## src/rtl/dgf_pkg.sv

```systemverilog
package dgf_pkg;

  typedef enum logic [2:0] {
    UC_PSEUDO = 3'd0,
    UC_FIX    = 3'd1,
    UC_LDST   = 3'd2,
    UC_FLT    = 3'd3,
    UC_VALU   = 3'd4,
    UC_VPERM  = 3'd5,
    UC_CREG   = 3'd6,
    UC_BRANCH = 3'd7
  } unit_cls_e;

  typedef struct packed {
    unit_cls_e cls;
    logic      first_only;
    logic      whole_grp;
    logic      cracked;
    logic      ctr_write;
    logic      ctr_branch;
    logic      marker;
  } cand_desc_t;

  typedef enum logic [1:0] {
    VD_ACCEPT = 2'd0,
    VD_CLOSE  = 2'd1,
    VD_NOOP   = 2'd2
  } verdict_e;

  // Decoded view of a candidate used by the rule and state logic.
  typedef struct packed {
    logic ignored;
    logic is_branch;
    logic is_nonbranch;
    logic is_creg;
    logic lead_only;
    logic closes_grp;
    logic two_slot;
    logic sets_ctr;
    logic uses_ctr;
  } cand_attr_t;

endpackage

```

## src/rtl/dgf_classify.sv

```systemverilog
module dgf_classify
  import dgf_pkg::*;
(
  input  cand_desc_t desc,
  output cand_attr_t attr
);

  logic pseudo_cls;
  logic nb_cls;

  always_comb begin
    pseudo_cls = (desc.cls == UC_PSEUDO);
    unique case (desc.cls)
      UC_FIX, UC_LDST, UC_FLT, UC_VALU, UC_VPERM: nb_cls = 1'b1;
      default:                                    nb_cls = 1'b0;
    endcase
  end

  always_comb begin
    attr.ignored      = pseudo_cls | desc.marker;
    attr.is_branch    = (desc.cls == UC_BRANCH);
    attr.is_nonbranch = nb_cls;
    attr.is_creg      = (desc.cls == UC_CREG);
    attr.lead_only    = desc.first_only | desc.whole_grp;
    attr.closes_grp   = (desc.cls == UC_BRANCH) | desc.whole_grp;
    attr.two_slot     = desc.cracked;
    attr.sets_ctr     = desc.ctr_write;
    attr.uses_ctr     = desc.ctr_branch;
  end

endmodule

```

## src/rtl/dgf_rules.sv

```systemverilog
module dgf_rules
  import dgf_pkg::*;
#(
  parameter int GROUP_SLOTS = 5,
  parameter int NONBR_SLOTS = 4,
  parameter int CREG_SLOTS  = 2,
  parameter int CRACK_LIMIT = 2,
  localparam int CNT_W = $clog2(GROUP_SLOTS + 1)
) (
  input  cand_attr_t       attr,
  input  logic [CNT_W-1:0] slots,
  input  logic             ctr_set,
  output verdict_e         verdict
);

  localparam logic [CNT_W-1:0] LIM_NB  = CNT_W'(NONBR_SLOTS);
  localparam logic [CNT_W-1:0] LIM_CR  = CNT_W'(CREG_SLOTS);
  localparam logic [CNT_W-1:0] LIM_CK  = CNT_W'(CRACK_LIMIT);
  localparam logic [CNT_W-1:0] LIM_ALL = CNT_W'(GROUP_SLOTS);

  logic lead_block;
  logic crack_block;
  logic unit_block;
  logic slot_block;

  always_comb begin
    lead_block  = attr.lead_only & (slots != '0);
    crack_block = attr.two_slot & (slots > LIM_CK);
    unit_block  = 1'b0;
    if (attr.is_nonbranch && slots >= LIM_NB) unit_block = 1'b1;
    if (attr.is_creg && slots >= LIM_CR)      unit_block = 1'b1;
    if (attr.is_branch && slots >= LIM_ALL)   unit_block = 1'b1;
    slot_block = lead_block | crack_block | unit_block;
  end

  always_comb begin
    if (attr.ignored)                 verdict = VD_ACCEPT;
    else if (slot_block)              verdict = VD_CLOSE;
    else if (ctr_set & attr.uses_ctr) verdict = VD_NOOP;
    else                              verdict = VD_ACCEPT;
  end

endmodule

```

## src/rtl/dgf_state.sv

```systemverilog
module dgf_state
  import dgf_pkg::*;
#(
  parameter int GROUP_SLOTS = 5,
  localparam int CNT_W = $clog2(GROUP_SLOTS + 1)
) (
  input  logic             clk,
  input  logic             rst_n,
  input  logic             advance,
  input  logic             commit,
  input  cand_attr_t       attr,
  output logic [CNT_W-1:0] slots,
  output logic             ctr_set
);

  localparam logic [CNT_W-1:0] FULL = CNT_W'(GROUP_SLOTS);

  logic [CNT_W-1:0] slots_nx;
  logic             ctr_nx;
  logic [CNT_W-1:0] cost;

  always_comb begin
    cost     = attr.two_slot ? CNT_W'(2) : CNT_W'(1);
    slots_nx = slots;
    ctr_nx   = ctr_set;
    if (advance) begin
      slots_nx = '0;
      ctr_nx   = 1'b0;
    end else if (commit && !attr.ignored) begin
      slots_nx = attr.closes_grp ? FULL : slots + cost;
      ctr_nx   = ctr_set | attr.sets_ctr;
    end
  end

  always_ff @(posedge clk) begin
    if (!rst_n) begin
      slots   <= '0;
      ctr_set <= 1'b0;
    end else begin
      slots   <= slots_nx;
      ctr_set <= ctr_nx;
    end
  end

endmodule

```

## src/rtl/dgf_group_check.sv

```systemverilog
module dgf_group_check
  import dgf_pkg::*;
#(
  parameter int GROUP_SLOTS = 5,
  parameter int NONBR_SLOTS = 4,
  parameter int CREG_SLOTS  = 2,
  parameter int CRACK_LIMIT = 2,
  localparam int CNT_W = $clog2(GROUP_SLOTS + 1)
) (
  input  logic             clk,
  input  logic             rst_n,
  input  logic             grp_advance,
  input  logic             cand_valid,
  output logic             cand_ready,
  input  logic [2:0]       cand_cls,
  input  logic             cand_first_only,
  input  logic             cand_whole_grp,
  input  logic             cand_cracked,
  input  logic             cand_ctr_write,
  input  logic             cand_ctr_branch,
  input  logic             cand_marker,
  output logic             hz_close,
  output logic             hz_noop,
  output logic [CNT_W-1:0] group_slots
);

  cand_desc_t       desc;
  cand_attr_t       attr;
  verdict_e         verdict;
  logic [CNT_W-1:0] slots_q;
  logic             ctr_q;
  logic             commit;

  always_comb begin
    desc.cls        = unit_cls_e'(cand_cls);
    desc.first_only = cand_first_only;
    desc.whole_grp  = cand_whole_grp;
    desc.cracked    = cand_cracked;
    desc.ctr_write  = cand_ctr_write;
    desc.ctr_branch = cand_ctr_branch;
    desc.marker     = cand_marker;
  end

  dgf_classify u_cls (
    .desc (desc),
    .attr (attr)
  );

  dgf_rules #(
    .GROUP_SLOTS (GROUP_SLOTS),
    .NONBR_SLOTS (NONBR_SLOTS),
    .CREG_SLOTS  (CREG_SLOTS),
    .CRACK_LIMIT (CRACK_LIMIT)
  ) u_rules (
    .attr    (attr),
    .slots   (slots_q),
    .ctr_set (ctr_q),
    .verdict (verdict)
  );

  assign commit = cand_valid & (verdict == VD_ACCEPT);

  dgf_state #(
    .GROUP_SLOTS (GROUP_SLOTS)
  ) u_state (
    .clk     (clk),
    .rst_n   (rst_n),
    .advance (grp_advance),
    .commit  (commit),
    .attr    (attr),
    .slots   (slots_q),
    .ctr_set (ctr_q)
  );

  assign cand_ready  = (verdict == VD_ACCEPT);
  assign hz_close    = (verdict == VD_CLOSE);
  assign hz_noop     = (verdict == VD_NOOP);
  assign group_slots = slots_q;

endmodule

```

## config.mk

```make
export PLATFORM = sky130hd
export DESIGN_NAME = dgf_group_check
export DESIGN_NICKNAME = d
export VERILOG_FILES = /design/src/rtl/dgf_pkg.sv /design/src/rtl/dgf_classify.sv /design/src/rtl/dgf_rules.sv /design/src/rtl/dgf_state.sv /design/src/rtl/dgf_group_check.sv
export SDC_FILE = /design/constraint.sdc
export NUM_CORES = 1
export LEC_CHECK = 0
export BUFFER_PORTS_ARGS = -buffer_cell sky130_fd_sc_hd__buf_2
export CAP_MARGIN = 5
export CORE_AREA = 2 2 39 41
export CTS_CLUSTER_DIAMETER = 150
export DETAILED_ROUTE_END_ITERATION = 12
export DIE_AREA = 0 0 41 43
export GPL_ROUTABILITY_DRIVEN = 1
export PLACE_DENSITY = 0.49
export SYNTH_ARGS = -nofsm -noshare
export SYNTH_HDL_FRONTEND = slang
export SYNTH_SLANG_ARGS = --single-unit
```

## constraint.sdc

```tcl
create_clock -name clk -period 1.9 [get_ports clk]
set_clock_uncertainty 0.1 [all_clocks]
set_input_delay 0.475 -clock clk [delete_from_list [all_inputs] [get_ports clk]]
set_output_delay 0.475 -clock clk [all_outputs]
set_load 0.02 [all_outputs]
```

Yosys cells after proc, flatten, opt, wreduce, memory -nomap -nowiden
Cells that the tools add are included.
Storage, ports and cells
  bits in registers: 4
  bits of input ports: 13
  word-level logic and storage cells: 46
Cells by class
  add/sub/neg operators: 1
  $lt $le $gt $ge: 4
  equal/unequal tests: 9
  multiplexer cells: 9
  bitwise logic cells: 11
  reductions and logical operators: 10
Operators with widths (count)
  $eq A3 B3 Y1 const B: 4
  $mux W2: 4
  $eq A3 B2 Y1 const B: 2
  $ge A3 B3 Y1 const B: 2
  $or A1 B1 Y1: 6
  $reduce_or A5 Y1: 1
  $and A1 B1 Y1: 4
  $logic_and A1 B1 Y1: 4
  $mux W1: 4
  $add A3 B3 Y3: 1
  $eq A3 B1 Y1 const B: 1
  $ge A3 B2 Y1 const B: 1
  $gt A3 B2 Y1 const B: 1
  $logic_not A3 Y1: 1
  $mux W3: 1
  $reduce_bool A3 Y1: 1
  $eq A2 B1 Y1 const B: 1
  $eq A2 B2 Y1 const B: 1
  $logic_not A2 Y1: 1
  $reduce_or A2 Y1: 1
  $logic_not A1 Y1: 1
  $not A1 Y1: 1

Longest topological paths before layout
Gate-level depths: netlist of the first run.
  depth after elaboration: 13
  gate-level depth with buffers: 7

Cells and area by module
A second synthesis of the first run with hierarchy kept.
Second synthesis, totals
  cell total of the unflattened synthesis: 46
  area, all modules: 384.1 µm²
Modules (own cells, without submodules)
  dgf_state: instances 1, cells each 21, area each 216.5 µm², sequential area each 80.1 µm²
  dgf_classify: instances 1, cells each 12, area each 77.6 µm², sequential area each 0.0 µm²
  dgf_rules: instances 1, cells each 9, area each 63.8 µm², sequential area each 0.0 µm²
  dgf_group_check: instances 1, cells each 4, area each 26.3 µm², sequential area each 0.0 µm²

Worst setup path after synthesis of the first run
OpenSTA, ideal clock, no wires.
  kind: reg-to-output
  from: register u_state.slots[1]
  to: output cand_ready
  data arrival time: 1.352 ns
  setup slack: -0.027 ns
  stages on the path, launching flop included: 5
  buffers on the path: 0
  cells stage by stage: dfxtp_1 > or2_1 > o221ai_2 > nand3_1 > o21ai_1
Between the ends
  longest elaborated chain between the ends: 9
RTL lines
  start: declaration: line dgf_state.sv:12  | output logic [CNT_W-1:0] slots,
  start signal: assignment: line dgf_state.sv:40  | slots <= slots_nx;
  $ge A3 B3 Y1: line dgf_rules.sv:30  | if (attr.is_nonbranch && slots >= LIM_NB) unit_block = 1'b1;
  $logic_and A1 B1 Y1: line dgf_rules.sv:30
  $mux W1: line dgf_rules.sv:30
  $mux W1: line dgf_rules.sv:31  | if (attr.is_creg && slots >= LIM_CR) unit_block = 1'b1;
  $mux W1: line dgf_rules.sv:32  | if (attr.is_branch && slots >= LIM_ALL) unit_block = 1'b1;
  $or A1 B1 Y1 (*): line dgf_rules.sv:33  | slot_block = lead_block | crack_block | unit_block;
  $mux W2 (*): line dgf_rules.sv:38  | else if (slot_block) verdict = VD_CLOSE;
  $mux W2 (*): line dgf_rules.sv:37  | if (attr.ignored) verdict = VD_ACCEPT;
  $logic_not A2 Y1 (*): line dgf_group_check.sv:75  | assign cand_ready = (verdict == VD_ACCEPT);
  end: declaration: line dgf_group_check.sv:14  | output logic cand_ready,
Every way passes the cells marked *; elsewhere a longest branch is shown, timed or not.

Worst setup path in the final report of the first run
  from: register u_state.slots[0]
  to: output hz_close
Between the ends
  longest elaborated chain between the ends: 9
RTL lines
  $ge A3 B3 Y1: line dgf_rules.sv:30
  $logic_and A1 B1 Y1: line dgf_rules.sv:30
  $mux W1: line dgf_rules.sv:30
  $mux W1: line dgf_rules.sv:31
  $mux W1: line dgf_rules.sv:32
  $or A1 B1 Y1 (*): line dgf_rules.sv:33
  $mux W2 (*): line dgf_rules.sv:38
  $mux W2 (*): line dgf_rules.sv:37
  $eq A2 B1 Y1 (*): line dgf_group_check.sv:76  | assign hz_close = (verdict == VD_CLOSE);
  end: declaration: line dgf_group_check.sv:22  | output logic hz_close,
Marked as above.

==> summary.md, run 1 <==
| Metric | Value |
|---|---|
| Status | finished with violations |
| Violated checks | negative setup slack |
| Number of core rows | 14 |
| Tot Pwr | 268.9 µW |
| Layout overhead on the synthesized area | 70.00% |
| Number of instances in the synthesized netlist | 43 |
| Largest net degree at the start of global routing | 8 |
| Via-to-Cell Ratio | between 4 and 5 |
| Drt pass-1 iters | 2 |
| Tot GR Track Use | 0.1197 |
| Number of placed instances, taps included | 82 |
| Least-Margin Pin Slew | about 0.44 ns |
| Vias in the first global route | 388 |
| Worst-case reg-to-reg path depth | 7 |
| Synth Net Count | 58 |
| Number of buffers and inverters on the critical path | 1 |
| Core Box Area | roughly 1400 µm² |
| Clock tree from TritonCTS | built |
| Global-route wire length before repair | 1421 µm |
| Synthesis Warnings | 0 |
| Critical Path Source Type | register |
| Routability congestion estimate from global placement | 0.7297 |
| Worst-skew pair later-pin latency | 0.23 ns |
| Pwr per Cell Area | 451.5 nW/µm² |
| Inserted Clock Buffers | 3 |
| Number of standard cells in the final layout excluding fillers | 88 |
| Type of element capturing the critical path | primary output |
| Layout Nets | 89 |
| Initial cell density of the core | 0.2532 |
| Area of the mapped netlist | 350.3 µm² |
| Initial antenna violation count | 0 |
| Achievable Freq | 505.1 MHz |
| H-tree level count | 1 |
| Unique cell type count in the Yosys netlist | 26 |
| Minimum clock period | 1.980 ns |
| ANT nets after route | 0 |
| Maximum capacitance violations | 0 |
| Final routed wire length divided by cell count | between 9 and 10 µm |
| Number of cells on the worst hold path | 2 |
| Most frequent standard cell in the layout excluding fill and tap cells | sky130_fd_sc_hd__buf_2 |
| Average footprint of a synthesized cell | just over 8 µm² |
| DPL Wire Length | between 600 and 700 µm |
| Number of primary I/O pins | 19 |
| Portion of the clock cycle consumed by the worst path in the final layout | 1.042 |
| Via count | between 400 and 500 |
| Worst-case clock buffer depth | 2 |
| Horizontal extent of the die | 41 µm |
| Setup repair after global routing missed its margin | yes |
| Commonest cells after routing, fill and taps aside | sky130_fd_sc_hd__buf_2 (15), sky130_fd_sc_hd__buf_4 (10), sky130_fd_sc_hd__nand2_1 (9) |
| P_leak | 0.2897 nW |
| Y dimension of the die | ~43 µm |
| Category of the most critical setup path | reg -> out |
| Beginning of the worst register-to-register path | u_state.slots[0]$_SDFFE_PP0P_ |
| Final slew viol count | 0 |
| Critical Path Slowest Stage Cell | sky130_fd_sc_hd__dfxtp_2 |
| Endpoint arrival time on the critical path | 1.40 ns |
| Sequential fraction of the synthesis area | 0.2286 |
| Drc violations | 0 |
| Worst-case vdd ir drop | 0.2280 mV |
| Path length in cells of the critical path | 5 |
| Worst-path cell chain | or2_4 > o221ai_4 > nand3_2 > and2_4 > buf_6 |
| Seq cells post-synth | 4 |
| Area enclosed by the die boundary | about 1800 µm² |
| Class of the worst hold path | reg -> reg |
| Global route overflow | 0 |
| Post-route setup slack | -0.07991 ns |
| Share of final-layout standard cells stronger than drive strength 1 | 0.5694 |
| PortBufs | 18 |
| Post-detailed-routing wire length | about 830 µm |
| Required time reported for the critical path endpoint | roughly 1.3 ns |
| Top cell family by delay on the critical path | simple AND/OR/NAND/NOR gates |
| Biggest cell delay along the critical path | around 0.32 ns |
| Launch point of the worst hold path | u_state.ctr_set$_SDFFE_PP0P_ |
| Antenna Diode Count | 0 |
| Worst setup path startpoint | u_state.slots[0]$_SDFFE_PP0P_ |
| Fillcell total | 148 |
| Total clock sinks | 4 |
| Number of endpoints failing setup at the final stage | 3 |
| Worst rel slew slack | 0.7076 |
| Final core area utilization | 0.4304 |
| Final Hold Vio Count | 0 |
| Clock tree root driver cell | sky130_fd_sc_hd__clkbuf_4 |
| Clock-pin slew on the worst setup and hold paths | about 0.04 ns |
| Register Area | a little over 80 µm² |
| Max FO, Critical Path | 3 |
| Area of the multi-input gates | 290.3 µm² |
| Count of routing violations after the opening detailed-route iteration | 2 |
-- repair_timing --
action	CTS	global route
hold buffers	0	0
resized for setup	11	1
endpoints found under the setup margin	3	3
pin swaps	6	1
buffers inserted	2	1
-- metrics by stage --
step / cell area [µm²] / worst slack [ns] / TNS, ns / hold WS [ns]
3_3_place_gp: 505.5 / -0.1370 / -0.2798 / 0.3383
6_report: 595.6 / -0.07991 / -0.1944 / 0.3418
4_1_cts: 576.8 / -0.09398 / -0.2449 / 0.3475
2_1_floorplan: 354.1 / -0.01261 / -0.01261 / 0.3213
5_1_grt: 595.6 / -0.1626 / -0.4653 / 0.3652
3_5_place_dp: 505.5 / -0.1316 / -0.3069 / 0.3422
-- tightest hold or removal path: stages, from the launching register on --
cell and delay (ns):
sky130_fd_sc_hd__dfxtp_1 0.30, sky130_fd_sc_hd__nand2_1 0.05, sky130_fd_sc_hd__o21ai_1 0.05
-- state kept, by name (all words and copies together) (netlist names) --
signal	flops
u_state.ctr_set	1
u_state.slots	3
-- power by group --
| group | internal, mW | total, mW | switching [mW] |
|---|---|---|---|
| logic | 0.0373 | 0.0745 | 0.0373 |
| clock network | 0.0707 | 0.105 | 0.0348 |
| registers | 0.0867 | 0.0889 | 0.00219 |
| total | 0.195 | 0.269 | 0.0742 |
-- Yosys cell counts (all sizes together) --
cell type | n | share of area
nand2 | 9 | 0.096
nand2b | 1 | 0.018
dfxtp | 4 | 0.23
and2 | 2 | 0.036
a21oi | 1 | 0.014
o21ai | 3 | 0.043
nor4b | 1 | 0.068
xor2 | 1 | 0.025
nand4 | 1 | 0.036
nor2b | 1 | 0.018
a2bb2o | 1 | 0.029
inv | 2 | 0.021
mux2i | 2 | 0.057
or2 | 1 | 0.018
o22ai | 1 | 0.018
clkbuf | 1 | 0.011
nand3b | 1 | 0.021
fa | 1 | 0.057
a31oi | 1 | 0.018
nand3 | 2 | 0.029
nor2 | 3 | 0.032
ha | 1 | 0.036
nor3 | 1 | 0.029
o221ai | 1 | 0.043
-- cell type report --
class                           instances  area share
Timing Repair Buffer                   27      0.2899
Sequential cell                         4      0.1387
Tap cell                               16     0.03361
Clock buffer                            3     0.03782
Inverter                                2     0.01261
Multi-Input combinational cell         36      0.4874
-- cell families after synthesis --
group | synth area share
adder cells (fa/ha/maj) | 0.09285
AND/OR/NAND/NOR | 0.4000
flip-flops | 0.2286
AO/OA/AOI/OAI | 0.1643
XOR/XNOR | 0.02500
multiplexers | 0.05715
buffers and inverters | 0.03214
-- final timing paths --
check	endpoint	slack (ns)
min	u_state.ctr_set$_SDFFE_PP0P_	0.34
max	hz_close	-0.08
min reg2reg	u_state.ctr_set$_SDFFE_PP0P_	0.34
max reg2reg	u_state.slots[0]$_SDFFE_PP0P_	0.30
-- routing by layer --
metal	GRT usage	vias up	part of all wire
met3	0.01571	0	0.065
met1	0.1489	180	0.46
met5	0	-	0
met4	0.1000	0	0
li1	-	212	-
met2	0.1719	12	0.48
(Power assumes the default switching activity.)
==> inputs of run 2 (changes only) <==
Settings changed: ABC_AREA set to 1, PLACE_DENSITY 0.49 to 0.52.
==> summary.md, run 2 <==
| Metric | Value |
|---|---|
| Post-Route Hold Slack | 0.3788 ns (+0.03703 ns) |
| Share of final-layout standard cells stronger than drive strength 1 | 0.5102 (-0.05924) |
| Share of total power in the clock network | 0.350 (-0.042) |
| Number of instances in the synthesized netlist | 65 (+51%) |
| Drc violations | 0 (unchanged) |
| Number of buffers and inverters on the critical path | 3 (+2) |
| Drt pass-1 iters | 4 (+2) |
| DPL Wire Length | 812.6 µm (+24%) |
| Clock tree from TritonCTS | built |
| Average footprint of a synthesized cell | 6.083 µm² (-25%) |
| Critical Path Source Type | input port |
| Maximum capacitance violations | 0 (unchanged) |
| Antenna Diode Count | 0 (unchanged) |
| P_leak | 0.3883 nW (+34%) |
| Most used DFF post-synth | sky130_fd_sc_hd__dfxtp_1 |
| Max reg flops | 3 (unchanged) |
| Initial cell density of the core | 0.2857 (+0.03255) |
| Post-route setup slack | -0.05656 ns (+0.02335 ns) |
| PortBufs | 18 (unchanged) |
| Worst-skew pair later-pin latency | 0.23 ns (about the same) |
| Routability congestion estimate from global placement | 0.7284 (-0.18%) |
| Final Hold Vio Count | 0 (unchanged) |
| Total clock sinks | 4 (unchanged) |
| Tot GR Track Use | 0.1269 (+0.007170) |
| Unique cell type count in the Yosys netlist | 20 (-23%) |
| Leading cell types by total area after synthesis | sky130_fd_sc_hd__dfxtp_1 (20%), sky130_fd_sc_hd__nand2_1 (14%), sky130_fd_sc_hd__inv_1 (12%), sky130_fd_sc_hd__nor2_1 (8.5%), sky130_fd_sc_hd__fa_1 (5.1%) |
| Layout overhead on the synthesized area | 75.95% |
| Final slew viol count | 0 (unchanged) |
| Destination of the worst register-to-register timing path | u_state.slots[2]$_SDFFE_PP0P_ |
| Switching share of power | 0.2919 (+0.01598) |
| Number of primary I/O pins | 19 (unchanged) |
| Critical Path Slowest Stage Cell | sky130_fd_sc_hd__o21ai_2 |
| Launch point of the worst hold path | u_state.ctr_set$_SDFFE_PP0P_ |
| Global-route wire length before repair | 1490 µm (+4.9%) |
| Sequential fraction of the synthesis area | 0.2025 (-0.02604) |
| Area enclosed by the die boundary | 1763 µm² (unchanged) |
| Fraction of post-synthesis cell area in the top cell type by area | 0.2025 (-0.02604) |
| Synth Net Count | 80 (+38%) |
| Register Area | 85.08 µm² (+3.0%) |
| Ys async rst share | 0 (unchanged) |
| Least-Margin Pin Slew | 0.2460 ns (-0.1918 ns) |
| Worst-case vdd ir drop | 0.2558 mV (+12%) |
| Inserted Clock Buffers | 3 (unchanged) |
| Register-to-register setup slack | 0.36 ns (+0.06 ns) |
| Setup repair after global routing missed its margin | yes |
| Fillcell total | 153 (+3.4%) |
| Portion of the clock cycle consumed by the worst path in the final layout | 1.030 (-0.01229) |
| Reg with most FFs | u_state.slots |
| H-tree level count | 1 (unchanged) |
| Top cell family by delay on the critical path | simple AND/OR/NAND/NOR gates |
| Via count | 489 (+21%) |
| Most common cell in the synthesized netlist | sky130_fd_sc_hd__nand2_1 |
| Global route overflow | 0 (unchanged) |
| Vias in the first global route | 408 (+5.2%) |
| Clock-pin slew on the worst setup and hold paths | 0.04 ns (about the same) |
| Clock tree root driver cell | sky130_fd_sc_hd__clkbuf_4 |
| Number of flops mapped to enable cells by yosys | 0 (unchanged) |
| Required time reported for the critical path endpoint | 1.32 ns (about the same) |
| Y dimension of the die | 43 µm (unchanged) |
| Net switching power of the design | 86.23 µW (+16%) |
| Number of endpoints failing setup at the final stage | 3 (unchanged) |
| Area of the mapped netlist | 395.4 µm² (+13%) |
| Int Power | 209.1 µW (+7.4%) |
| Area of the multi-input gates | 297.8 µm² (+2.6%) |
| Post-detailed-routing wire length | 1001 µm (+20%) |
| Number of cells on the worst hold path | 2 (unchanged) |
| Hold worst-path end | u_state.ctr_set$_SDFFE_PP0P_ |
| ANT nets after route | 0 (unchanged) |
| Worst rel slew slack | 0.8357 (+0.1281) |
| Number of core rows | 14 (unchanged) |
| Commonest cells after routing, fill and taps aside | sky130_fd_sc_hd__nand2_1 (13), sky130_fd_sc_hd__buf_4 (13), sky130_fd_sc_hd__buf_2 (12) |
| Status | finished with violations |
| Seq cells post-synth | 4 (unchanged) |
| Minimum clock period | 1.957 ns (-0.02335 ns) |
| Type of element capturing the critical path | primary output |
| Worst-path cell chain | buf_6 > nor2_1 > nand2_2 > nand2_1 > nand2_2 > o21ai_2 > inv_2 > nor2_4 > buf_6 |
| Achievable Freq | 511.1 MHz (+1.2%) |
| Endpoint arrival time on the critical path | 1.38 ns (-0.02 ns) |
| Beginning of the worst register-to-register path | u_state.slots[0]$_SDFFE_PP0P_ |
| Pwr per Cell Area | 424.6 nW/µm² (-6.0%) |
| Horizontal extent of the die | 41 µm (unchanged) |
| Largest area contributor in the synthesized netlist | sky130_fd_sc_hd__dfxtp_1 |
| Initial antenna violation count | 0 (unchanged) |
| Sum of negative setup slack | -0.1251 ns (+0.06928 ns) |
| Category of the most critical setup path | in -> out |
| Violated checks | negative setup slack |
| Final routed wire length divided by cell count | 8.781 µm (-7.1%) |
| Class of the worst hold path | reg -> reg |
| Max FO, Critical Path | 3 (unchanged) |
| Synthesis Warnings | 0 (unchanged) |
| Layout Nets | 115 (+29%) |
| Via-to-Cell Ratio | 4.289 (-6.6%) |
| Sequential power share | 0.302 (-0.029) |
| Count of routing violations after the opening detailed-route iteration | 5 (+3) |
| Worst-case clock buffer depth | 2 (unchanged) |
| Biggest cell delay along the critical path | 0.18 ns (-0.14 ns) |
| Core Box Area | 1384 µm² (unchanged) |
| Largest regs | u_state.slots x3, u_state.ctr_set x1 |
| Largest net degree at the start of global routing | 6 (-2) |
| Worst-case reg-to-reg path depth | 10 (+3) |
| Post-placement setup slack | -0.1491 ns (-0.01742 ns) |
| List of most frequent post-synthesis cells | sky130_fd_sc_hd__nand2_1 (15), sky130_fd_sc_hd__inv_1 (13), sky130_fd_sc_hd__nor2_1 (9) |
| Fraction of power consumed by combinational cells | 0.348 (+0.071) |
[run 2: what timing repair did]
item                                   4_1_cts  5_1_grt
hold buffers                                 0        0
setup endpoints to repair                    3        3
gates resized for setup                     12        3
pin swaps                                   10        2
endpoints found under the hold margin        0        0
setup buffers                                6        1
[run 2: power by group through the flow]
| stage | Clock (mW) | Combinational (mW) | Sequential [mW] |
|---|---|---|---|
| floorplan | 0 | 0.0467 | 0.0932 |
| global placement | 0 | 0.0850 | 0.0911 |
| detailed placement | 0 | 0.0859 | 0.0912 |
| CTS | 0.109 | 0.0994 | 0.0893 |
| global route | 0.114 | 0.115 | 0.0896 |
| finish | 0.103 | 0.103 | 0.0891 |
[run 2: worst max-delay path by stage]
stage	start	end	slack, ns	cells after the start
final	cand_cls[1]	cand_ready	-0.06	9
after global placement	cand_whole_grp	cand_ready	-0.13	8
after floorplan	cand_whole_grp	cand_ready	0.003	6
after global routing	u_state.slots[0]$_SDFFE_PP0P_	cand_ready	-0.14	8
after detailed placement	cand_whole_grp	cand_ready	-0.15	8
after CTS	cand_first_only	cand_ready	-0.08	8
[run 2: logic make-up after synthesis]
kind of cell | synth area share
AO/OA/AOI/OAI | 0.08544
adder cells (fa/ha/maj) | 0.08228
buffers and inverters | 0.1424
flip-flops | 0.2025
AND/OR/NAND/NOR | 0.4873
[run 2: stage by stage]
| stage | util | power [mW] | std cells | instance area (µm²) |
|---|---|---|---|---|
| 3_3_place_gp | 0.4060 | 0.1761 | 104 | 561.8 |
| 5_1_grt | 0.5027 | 0.3187 | 114 | 695.7 |
| 3_5_place_dp | 0.4060 | 0.1771 | 104 | 561.8 |
| 4_1_cts | 0.4855 | 0.2973 | 113 | 671.9 |
| 2_1_floorplan | - | 0.1399 | 65 | 414.1 |
| 6_report | 0.5027 | 0.2954 | 114 | 695.7 |
[run 2: cell type report]
type,instances,share of cell area
flip-flops and latches,4,0.1223
multi-input cells,46,0.4281
inverters,15,0.08094
clock buffers,3,0.03237
well taps,16,0.02878
repair buffers,30,0.3076
[run 2: worst reg2reg max path: stages (launching register included)]
cell,delay (ns)
sky130_fd_sc_hd__dfxtp_1,0.33
sky130_fd_sc_hd__inv_1,0.10
sky130_fd_sc_hd__nand2_1,0.06
sky130_fd_sc_hd__nand3_1,0.12
sky130_fd_sc_hd__nand3_4,0.11
sky130_fd_sc_hd__o21ai_2,0.16
sky130_fd_sc_hd__buf_4,0.13
sky130_fd_sc_hd__buf_4,0.09
sky130_fd_sc_hd__buf_4,0.09
sky130_fd_sc_hd__nand4_1,0.06
sky130_fd_sc_hd__a21oi_1,0.13
[run 2: layer usage]
metal / vias to the layer above / global-route usage / share of wire
li1: 269 / - / -
met1: 209 / 0.1429 / 0.44
met2: 11 / 0.2000 / 0.51
met3: 0 / 0.03141 / 0.048
met4: 0 / 0.08000 / 0
met5: - / 0 / 0
